## config.mk

```make
export PLATFORM = sky130hd
export DESIGN_NAME = pwr_gate_seq
export DESIGN_NICKNAME = d
export VERILOG_FILES = /design/src/rtl/pgs_pkg.sv /design/src/rtl/pgs_regs.sv /design/src/rtl/pgs_dom_seq.sv /design/src/rtl/pwr_gate_seq.sv
export SDC_FILE = /design/constraint.sdc
export NUM_CORES = 1
export LEC_CHECK = 0
export ABC_AREA = 1
export BUFFER_PORTS_ARGS = -buffer_cell sky130_fd_sc_hd__buf_2
export CAP_MARGIN = 20
export CORE_AREA = 2 2 140 101
export DETAILED_ROUTE_END_ITERATION = 7
export DIE_AREA = 0 0 142 103
export PLACE_DENSITY = 0.76
export SKIP_CTS_REPAIR_TIMING = 1
export SYNTH_ARGS = -nofsm -noshare
export SYNTH_HDL_FRONTEND = slang
export SYNTH_SLANG_ARGS = --single-unit
```

## constraint.sdc

```tcl
create_clock -name clk -period 1.65 [get_ports clk]
set_input_delay 0.2475 -clock clk [delete_from_list [all_inputs] [get_ports clk]]
set_output_delay 0.2475 -clock clk [all_outputs]
set_load 0.005 [all_outputs]
```

## src/rtl/pgs_pkg.sv

```systemverilog
package pgs_pkg;

  typedef enum logic [2:0] {
    S_IDLE,
    S_DN_ISO,
    S_DN_SW,
    S_UP_SW,
    S_UP_ISO
  } seq_state_e;

  // word offsets inside one domain group
  localparam int OFS_CTRL = 0;
  localparam int OFS_UPT  = 1;
  localparam int OFS_DNT  = 2;
  localparam int OFS_STAT = 3;
  localparam int GRP_WORDS = 4;

  // byte base of a domain group
  function automatic int unsigned grp_base(input int d);
    case (d)
      0:       return 32'h260;
      1:       return 32'h240;
      default: return 32'h200;
    endcase
  endfunction

  // position of the power-down request bit; power-up is one above
  function automatic int unsigned dn_bit(input int d);
    case (d)
      0:       return 0;
      1:       return 4;
      default: return 6;
    endcase
  endfunction

endpackage

```

## src/rtl/pgs_regs.sv

```systemverilog
module pgs_regs
  import pgs_pkg::*;
#(
  parameter int NUM_DOM = 3,
  parameter int ADDR_W  = 10,
  parameter int DATA_W  = 32,
  parameter int CNT_W   = 6
) (
  input  logic                     clk,
  input  logic                     rst,
  input  logic                     bus_en,
  input  logic                     bus_we,
  input  logic [ADDR_W-1:0]        bus_addr,
  input  logic [DATA_W-1:0]        bus_wdata,
  output logic [DATA_W-1:0]        bus_rdata,
  input  logic [NUM_DOM-1:0]       dn_done,
  input  logic [NUM_DOM-1:0]       up_done,
  input  logic [NUM_DOM-1:0]       is_down,
  output logic [NUM_DOM-1:0]       dn_req,
  output logic [NUM_DOM-1:0]       up_req,
  output logic [NUM_DOM-1:0]       gate_en,
  output logic [NUM_DOM*CNT_W-1:0] up_a,
  output logic [NUM_DOM*CNT_W-1:0] up_b,
  output logic [NUM_DOM*CNT_W-1:0] dn_a,
  output logic [NUM_DOM*CNT_W-1:0] dn_b
);

  localparam int WORD_W = ADDR_W - 2;
  localparam int HI_LSB = 8;
  localparam logic [CNT_W-1:0] CNT_RST = CNT_W'(1);

  logic [WORD_W-1:0]                 word;
  logic                              aligned;
  logic                              wr;
  logic                              rd;
  logic                              sel_glob;
  logic [NUM_DOM-1:0][GRP_WORDS-1:0] sel;
  logic                              any_hit;
  logic [DATA_W-1:0]                 rd_mux;
  logic                              unused_wdata;

  assign word         = bus_addr[ADDR_W-1:2];
  assign aligned      = (bus_addr[1:0] == 2'b00);
  assign wr           = bus_en & bus_we;
  assign rd           = bus_en & ~bus_we;
  assign unused_wdata = ^bus_wdata;

  always_comb begin
    sel_glob = aligned && (word == '0);
    for (int d = 0; d < NUM_DOM; d++) begin
      for (int k = 0; k < GRP_WORDS; k++) begin
        sel[d][k] = aligned && (word == WORD_W'((grp_base(d) >> 2) + k));
      end
    end
  end

  assign any_hit = sel_glob | (|sel);

  // request bits: set by write-1, cleared by sequencer completion
  always_ff @(posedge clk) begin
    if (rst) begin
      dn_req <= '0;
      up_req <= '0;
    end else begin
      for (int d = 0; d < NUM_DOM; d++) begin
        dn_req[d] <= (dn_req[d] & ~dn_done[d]) |
                     (wr & sel_glob & bus_wdata[dn_bit(d)]);
        up_req[d] <= (up_req[d] & ~up_done[d]) |
                     (wr & sel_glob & bus_wdata[dn_bit(d) + 1]);
      end
    end
  end

  // per-domain configuration words
  always_ff @(posedge clk) begin
    if (rst) begin
      gate_en <= '0;
      up_a    <= {NUM_DOM{CNT_RST}};
      up_b    <= {NUM_DOM{CNT_RST}};
      dn_a    <= {NUM_DOM{CNT_RST}};
      dn_b    <= {NUM_DOM{CNT_RST}};
    end else if (wr) begin
      for (int d = 0; d < NUM_DOM; d++) begin
        if (sel[d][OFS_CTRL]) gate_en[d] <= bus_wdata[0];
        if (sel[d][OFS_UPT]) begin
          up_a[d*CNT_W +: CNT_W] <= bus_wdata[CNT_W-1:0];
          up_b[d*CNT_W +: CNT_W] <= bus_wdata[HI_LSB +: CNT_W];
        end
        if (sel[d][OFS_DNT]) begin
          dn_a[d*CNT_W +: CNT_W] <= bus_wdata[CNT_W-1:0];
          dn_b[d*CNT_W +: CNT_W] <= bus_wdata[HI_LSB +: CNT_W];
        end
      end
    end
  end

  always_comb begin
    rd_mux = '0;
    for (int d = 0; d < NUM_DOM; d++) begin
      if (sel_glob) begin
        rd_mux[dn_bit(d)]     = dn_req[d];
        rd_mux[dn_bit(d) + 1] = up_req[d];
      end
      if (sel[d][OFS_CTRL]) rd_mux[0] = gate_en[d];
      if (sel[d][OFS_UPT]) begin
        rd_mux[CNT_W-1:0]        = up_a[d*CNT_W +: CNT_W];
        rd_mux[HI_LSB +: CNT_W]  = up_b[d*CNT_W +: CNT_W];
      end
      if (sel[d][OFS_DNT]) begin
        rd_mux[CNT_W-1:0]        = dn_a[d*CNT_W +: CNT_W];
        rd_mux[HI_LSB +: CNT_W]  = dn_b[d*CNT_W +: CNT_W];
      end
      if (sel[d][OFS_STAT]) rd_mux[0] = is_down[d];
    end
  end

  always_ff @(posedge clk) begin
    if (rst)     bus_rdata <= '0;
    else if (rd) bus_rdata <= rd_mux;
  end

  // unmapped read returns zero
  p_unmapped_read_zero_r10: assert property (@(posedge clk) disable iff (rst)
    (rd && !any_hit) |=> (bus_rdata == '0));

  // unmapped write leaves configuration untouched
  p_unmapped_write_inert_r10: assert property (@(posedge clk) disable iff (rst)
    (wr && !any_hit) |=> ($stable(gate_en) && $stable(up_a) && $stable(up_b) &&
                          $stable(dn_a) && $stable(dn_b)));

  generate
    for (genvar g = 0; g < NUM_DOM; g++) begin : g_req_chk
      // a request bit only falls on its completion
      p_dn_clear_on_done_r6: assert property (@(posedge clk) disable iff (rst)
        $fell(dn_req[g]) |-> $past(dn_done[g]));
      p_up_clear_on_done_r6: assert property (@(posedge clk) disable iff (rst)
        $fell(up_req[g]) |-> $past(up_done[g]));
    end
  endgenerate

endmodule

```

## src/rtl/pgs_dom_seq.sv

```systemverilog
module pgs_dom_seq
  import pgs_pkg::*;
#(
  parameter int CNT_W = 6
) (
  input  logic             clk,
  input  logic             rst,
  input  logic             dn_req,
  input  logic             up_req,
  input  logic             gate_en,
  input  logic [CNT_W-1:0] up_a,
  input  logic [CNT_W-1:0] up_b,
  input  logic [CNT_W-1:0] dn_a,
  input  logic [CNT_W-1:0] dn_b,
  output logic             dn_done,
  output logic             up_done,
  output logic             iso,
  output logic             sw_off,
  output logic             is_down
);

  seq_state_e       state;
  logic [CNT_W-1:0] cnt;
  logic             last;

  assign last = (cnt <= CNT_W'(1));

  always_comb begin
    dn_done = 1'b0;
    up_done = 1'b0;
    case (state)
      S_IDLE: begin
        if (dn_req) dn_done = !gate_en || is_down;
        else if (up_req) up_done = !is_down;
      end
      S_DN_SW:  dn_done = last;
      S_UP_ISO: up_done = last;
      default: ;
    endcase
  end

  always_ff @(posedge clk) begin
    if (rst) begin
      state   <= S_IDLE;
      cnt     <= '0;
      iso     <= 1'b0;
      sw_off  <= 1'b0;
      is_down <= 1'b0;
    end else begin
      case (state)
        S_IDLE: begin
          if (dn_req) begin
            if (gate_en && !is_down) begin
              state <= S_DN_ISO;
              cnt   <= dn_a;
              iso   <= 1'b1;
            end
          end else if (up_req && is_down) begin
            state  <= S_UP_SW;
            cnt    <= up_a;
            sw_off <= 1'b0;
          end
        end
        S_DN_ISO: begin
          if (last) begin
            state <= S_DN_SW;
            cnt   <= dn_b;
          end else cnt <= cnt - 1'b1;
        end
        S_DN_SW: begin
          if (last) begin
            state   <= S_IDLE;
            sw_off  <= 1'b1;
            is_down <= 1'b1;
          end else cnt <= cnt - 1'b1;
        end
        S_UP_SW: begin
          if (last) begin
            state <= S_UP_ISO;
            cnt   <= up_b;
          end else cnt <= cnt - 1'b1;
        end
        S_UP_ISO: begin
          if (last) begin
            state   <= S_IDLE;
            iso     <= 1'b0;
            is_down <= 1'b0;
          end else cnt <= cnt - 1'b1;
        end
        default: state <= S_IDLE;
      endcase
    end
  end

  // switch never open without isolation
  p_iso_covers_sw_r11: assert property (@(posedge clk) disable iff (rst)
    sw_off |-> iso);

  // switch opens only after isolation was already applied
  p_sw_opens_after_iso_r4: assert property (@(posedge clk) disable iff (rst)
    $rose(sw_off) |-> $past(iso));

  // isolation drops only once the switch was already closed
  p_iso_drops_after_sw_r5: assert property (@(posedge clk) disable iff (rst)
    $fell(iso) |-> $past(!sw_off));

  // disabled gating leaves outputs alone
  p_gate_off_holds_r7: assert property (@(posedge clk) disable iff (rst)
    (state == S_IDLE && dn_req && !gate_en) |=> ($stable(iso) && $stable(sw_off)));

  // never both completions in one cycle
  p_single_done_r8: assert property (@(posedge clk) disable iff (rst)
    !(dn_done && up_done));

  // power-up on a powered domain changes nothing
  p_match_no_change_r9: assert property (@(posedge clk) disable iff (rst)
    (state == S_IDLE && up_req && !dn_req && !is_down) |=> ($stable(iso) && $stable(sw_off)));

endmodule

```

## src/rtl/pwr_gate_seq.sv

```systemverilog
module pwr_gate_seq
  import pgs_pkg::*;
#(
  parameter int NUM_DOM = 3,
  parameter int ADDR_W  = 10,
  parameter int DATA_W  = 32,
  parameter int CNT_W   = 6
) (
  input  logic               clk,
  input  logic               rst,
  input  logic               bus_en,
  input  logic               bus_we,
  input  logic [ADDR_W-1:0]  bus_addr,
  input  logic [DATA_W-1:0]  bus_wdata,
  output logic [DATA_W-1:0]  bus_rdata,
  output logic [NUM_DOM-1:0] iso_o,
  output logic [NUM_DOM-1:0] sw_off_o
);

  logic [NUM_DOM-1:0]       dn_req;
  logic [NUM_DOM-1:0]       up_req;
  logic [NUM_DOM-1:0]       gate_en;
  logic [NUM_DOM-1:0]       dn_done;
  logic [NUM_DOM-1:0]       up_done;
  logic [NUM_DOM-1:0]       is_down;
  logic [NUM_DOM*CNT_W-1:0] up_a;
  logic [NUM_DOM*CNT_W-1:0] up_b;
  logic [NUM_DOM*CNT_W-1:0] dn_a;
  logic [NUM_DOM*CNT_W-1:0] dn_b;

  pgs_regs #(
    .NUM_DOM (NUM_DOM),
    .ADDR_W  (ADDR_W),
    .DATA_W  (DATA_W),
    .CNT_W   (CNT_W)
  ) u_regs (
    .clk       (clk),
    .rst       (rst),
    .bus_en    (bus_en),
    .bus_we    (bus_we),
    .bus_addr  (bus_addr),
    .bus_wdata (bus_wdata),
    .bus_rdata (bus_rdata),
    .dn_done   (dn_done),
    .up_done   (up_done),
    .is_down   (is_down),
    .dn_req    (dn_req),
    .up_req    (up_req),
    .gate_en   (gate_en),
    .up_a      (up_a),
    .up_b      (up_b),
    .dn_a      (dn_a),
    .dn_b      (dn_b)
  );

  generate
    for (genvar g = 0; g < NUM_DOM; g++) begin : g_dom
      pgs_dom_seq #(
        .CNT_W (CNT_W)
      ) u_seq (
        .clk     (clk),
        .rst     (rst),
        .dn_req  (dn_req[g]),
        .up_req  (up_req[g]),
        .gate_en (gate_en[g]),
        .up_a    (up_a[g*CNT_W +: CNT_W]),
        .up_b    (up_b[g*CNT_W +: CNT_W]),
        .dn_a    (dn_a[g*CNT_W +: CNT_W]),
        .dn_b    (dn_b[g*CNT_W +: CNT_W]),
        .dn_done (dn_done[g]),
        .up_done (up_done[g]),
        .iso     (iso_o[g]),
        .sw_off  (sw_off_o[g]),
        .is_down (is_down[g])
      );
    end
  endgenerate

endmodule

```

### Word level (Yosys, flattened, before mapping)

Index checks and enable logic that the tools add are counted.

| storage, ports and cells | value |
|---|---|
| bits in registers | 149 |
| logic and storage cells | 370 |

| operators by class | value |
|---|---|
| $add $sub $neg | 9 |
| magnitude comparators | 21 |
| equal/unequal tests | 60 |
| multiplexer cells | 140 |
| bitwise logic cells | 29 |
| reduce and logical (&&, ||, !) cells | 78 |

Operators with widths:

| kind | count |
|---|---|
| $lt 32x6->1 const B | 12 |
| $mux 32 | 9 |
| $add 32x1->32 const B | 6 |
| $ge 32x1->1 const B | 6 |
| $mux 6 | 30 |
| $bwmux 32 | 5 |
| $eq 8x8->1 const B | 12 |
| $pmux 6 s4 | 3 |
| $mux 3 | 18 |
| $mux 1 | 45 |
| $ne 2x1->1 const B | 21 |
| $pmux 3 s4 | 3 |
| $reduce_and 4->1 | 9 |
| $and 32x32->32 | 1 |
| $bmux 1 s5 | 6 |
| $demux 1 s5 | 6 |
| $pmux 1 s2 | 15 |
| $logic_and 1x1->1 | 25 |
| $eq 3x2->1 const B | 6 |
| $le 6x1->1 const B | 3 |
| $ne 2x2->1 const B | 9 |
| $ne 3x2->1 const B | 6 |
| $reduce_and 2->1 | 9 |
| $reduce_bool 2->1 | 9 |
| 15 further kinds | 63 |

### Logic depth before layout (Yosys ltp)

| depth | value |
|---|---|
| word-level depth | 28 |
| depth in mapped cells | 13 |
| depth with buffers taken out | 13 |

### Cells and area by module

From an unflattened synthesis, not the netlist that was laid out.

| second synthesis, totals | value |
|---|---|
| cell total of the unflattened synthesis | 1125 |
| area, all modules | 7422.1 um^2 |

Modules (own cells, without submodules):

| module | instances | cells each | area an instance (um^2) | sequential area each (um^2) |
|---|---|---|---|---|
| pgs_regs | 1 | 575 | 4286.6 | 1901.8 |
| pgs_dom_seq (g_dom[0].u_seq ...) | 2 | 183 | 1039.7 | 240.2 |
| pgs_dom_seq (g_dom[2].u_seq) | 1 | 184 | 1056.0 | 240.2 |

### Worst setup path before layout

Ideal clock, no wire load.

| path | value |
|---|---|
| path type | flip-flop to flip-flop |
| from | register g_dom[0].u_seq.cnt[0] |
| to | register g_dom[0].u_seq.cnt[0] |
| library setup time | 0.132 ns |
| arrival | 1.637 ns |
| slack | -0.119 ns |
| cell stages (with the launch flop) | 9 |
| clock period less this slack | 1.769 ns |
| cell sequence | dfxtp_1 -> inv_1 -> ha_1 -> o211ai_1 -> nand2_1 -> a31oi_2 -> inv_1 -> nand2_1 -> a21oi_1 |

| on the way | value |
|---|---|
| word-level cells in the longest chain between the ends | 3 |

RTL lines:

| what | line | RTL |
|---|---|---|
| start: declaration | pgs_dom_seq.sv:23 | `logic [CNT_W-1:0] cnt;` |
| start signal: assignment | pgs_dom_seq.sv:55 | `cnt <= dn_a;` |
| start signal: assignment | pgs_dom_seq.sv:60 | `cnt <= up_a;` |
| start signal: assignment | pgs_dom_seq.sv:67 | `cnt <= dn_b;` |
| $sub 6x1->6 / $le 6x1->1 (equally long branches) | -- |  |
| $mux 6 (tied with other cells) | pgs_dom_seq.sv:71, pgs_dom_seq.sv:84 |  |
| $pmux 6 s4 / $reduce_and 4->1 (equally long branches) | -- |  |

Parallel ways exist; a longest one is shown, timed or not. The select of a mux whose other input is x is not followed.
A chain may end at the register's enable or synchronous reset.

### Worst setup path after layout

| path | value |
|---|---|
| from | register g_dom[0].u_seq.cnt[0] |
| to | register g_dom[0].u_seq.cnt[2] |

The elaborated chain is that of the path after synthesis.

==> impl_metrics.tcl <==
set metrics [dict create \
    place.gp.congestion 0.9277 \
    regArea_um2 2644 \
    drcViolationCount 0 \
    synth.area.top_cells "dfxtp_1 38%, a21oi_1 10%, nand2_1 8.1%, o21ai_0 8.0%, inv_1 7.3%" \
    syn_area_um2 6903 \
    hold_viol_final 0 \
    clock_latency_ns 0.42 \
    slew_violations 0 \
    fin_util_pct 64.42 \
    p_per_area_nw_per_um2 1605 \
    critPathRequiredTime_ns 1.95 \
    multi_input_area_um2 3750 \
    final_cells 1275 \
    antenna_found_initial 0 \
    finalClockSkew_ns 0.01117 \
    grt_pass1_vias 6270 \
    crit_fanout 6 \
    routedWlPerCell_um 15.66 \
    final_area_um2 8676 \
    die_h_um 103 \
    drt_wl_total_um 19960 \
    htreeDepth 4 \
    fin_crit_sh_pct 99.23 \
    synth_seq_area_share_pct 37.99 \
    hp-class "in2reg" \
    rows 36 \
    drive_above_1_share_pct 24.28 \
    startpoint_type "flip-flop" \
    synth_edf_count 0 \
    ys.warnings.count 0 \
    die_w_um 142 \
    gr-total-overflow 0 \
    async_flop_share_pct 0 \
    synth_cell_types 43 \
    total_leakage_power_nw 3.500 \
    coreArea_um2 13470 \
    yosys.area.top_type_share_pct 37.99 \
    cts_tree "done" \
    grt_max_degree 88 \
    syn_inst 985 \
    maxCapViolations 0 \
    synth-main-ff-cell "dfxtp_1" \
    grt_usage_pct 27.44 \
    dp.cells 1239 \
    layout.nets 1143 \
    yosysMostFrequentCell "nand2_1" \
    port_buffers 47 \
    yosys.area.top_type "dfxtp_1" \
    grt_pass1_wl_um 31510 \
    fin_crit_ns 1.637 \
    cts_buffers 17 \
    peakVddDrop_uv 866.0 \
    avgSynthCellArea_um2 7.008 \
    ctsLongestPathBuffers 2 \
    status "finished clean" \
    num_io_pins 84 \
    nFillCells 1170 \
    antenna_cells 0 \
    arrival_ns 1.94 \
    setup_ws_ns 0.01273 \
    cts_root_buf "clkbuf_16" \
    end_kind "flip-flop" \
    placed_area_um2 7746 \
    drt_first_pass_iters 6 \
    area_delta_synth_final_pct 25.68 \
    setup_viol 0 \
    ys_seq_elements 131 \
    drt_iter0_drc 668 \
    cts.sink_count 131 \
    fmax_ghz 0.6108 \
    dp_slack_ns -0.1498 \
    drtAntennaViolNets 0 \
    grt_setup_unrepaired "yes" \
    crit_type "reg2reg" \
    dp_hpwl_um 14120 \
    dieArea_um2 14630 \
    vias 7045 \
    synth_common_cells "149 x nand2_1, 138 x a21oi_1, 134 x inv_1, 131 x dfxtp_1, 110 x o21ai_0" \
    initial_utilization_pct 51.25 \
    vias_per_cell 5.525 \
    clk_pin_slew_ns 0.06 \
]
## sequential cells by signal, indices dropped and copies added, names as in the netlist
register and cells:
u_regs.gate_en 3, g_dom.u_seq.state 9, u_regs.dn_a 18, u_regs.up_b 18, u_regs.dn_req 3, u_regs.bus_rdata 14
u_regs.dn_b 18, g_dom.u_seq.iso 3, u_regs.up_req 3, u_regs.up_a 18, g_dom.u_seq.is_down 3, g_dom.u_seq.cnt 18
g_dom.u_seq.sw_off 3
## cell families after synthesis
group           share of synthesized area, %
compound gates                         27.28
xor+xnor                               1.396
fa+ha+maj                              1.088
buf+inv                                12.65
flops                                  37.99
other cells                          0.05433
simple gates                           19.54
## final cells by class
| cell class | count | area share, % |
|---|---|---|
| Timing Repair Buffer | 129 | 10.61 |
| Sequential cell | 131 | 30.47 |
| Clock inverter | 13 | 1.716 |
| Tap cell | 171 | 2.466 |
| Inverter | 141 | 6.288 |
| Multi-Input combinational cell | 671 | 43.22 |
| Clock buffer | 19 | 5.221 |
## layout by cell type, fill, tap and decap left out, types with 33 or more instances in the layout
cell / instances
buf_2: 47
buf_4: 75
nand3_1: 33
a21oi_1: 128
nand2_1: 135
nor2_1: 55
o21ai_0: 99
inv_1: 121
dfxtp_1: 120
## power breakdown
| part | total (mW) | leakage (nW) | switching [mW] | internal, mW |
|---|---|---|---|---|
| logic | 6.24 | 2.15 | 3.61 | 2.63 |
| clock network | 3.86 | 0.287 | 1.53 | 2.33 |
| registers | 3.83 | 1.07 | 0.309 | 3.52 |
| total | 13.9 | 3.50 | 5.44 | 8.48 |
## per-stage QoR
step / power [mW] / hold WS (ns) / TNS [ns]
after floorplan: 7.133 / 0.3779 / -0.06137
after global placement: 8.783 / 0.4505 / -2.202
after detailed placement: 8.883 / 0.4504 / -4.346
after CTS: 12.72 / 0.06313 / -0.9040
after global routing: 14.72 / 0.08111 / -0.7539
final: 13.92 / 0.07371 / 0
## critical path, stage by stage (launching register included)
cell	delay (ns)
dfxtp_4	0.39
inv_4	0.04
ha_4	0.14
o211ai_1	0.17
buf_4	0.20
clkinvlp_4	0.17
a21oi_1	0.16
o21ai_0	0.10
nand3_1	0.08
a21oi_1	0.07
## per-layer routing
metal | share of wire, % | up-vias | GRT usage, %
met4 | 1.3 | 0 | 7.692
met1 | 47 | 3192 | 40.00
met5 | 0 | - | 0
met2 | 42 | 319 | 40.88
li1 | - | 3501 | -
met3 | 9.7 | 33 | 6.131
## final timing paths
check                                                           to                                from  slack (ns)  cells after the start
worst max-delay path            g_dom[0].u_seq.cnt[2]$_SDFFE_PP0P_  g_dom[0].u_seq.cnt[0]$_SDFFE_PP0P_        0.01                      9
worst max register to register  g_dom[0].u_seq.cnt[2]$_SDFFE_PP0P_  g_dom[0].u_seq.cnt[0]$_SDFFE_PP0P_        0.01                      9
worst min-delay path                   u_regs.up_req[2]$_SDFF_PP0_                        bus_wdata[7]        0.07                      3
worst min register to register     g_dom[1].u_seq.iso$_SDFFE_PP0P_     g_dom[1].u_seq.iso$_SDFFE_PP0P_        0.46                      2
No activity file was read; power rests on OpenSTA's default activity.
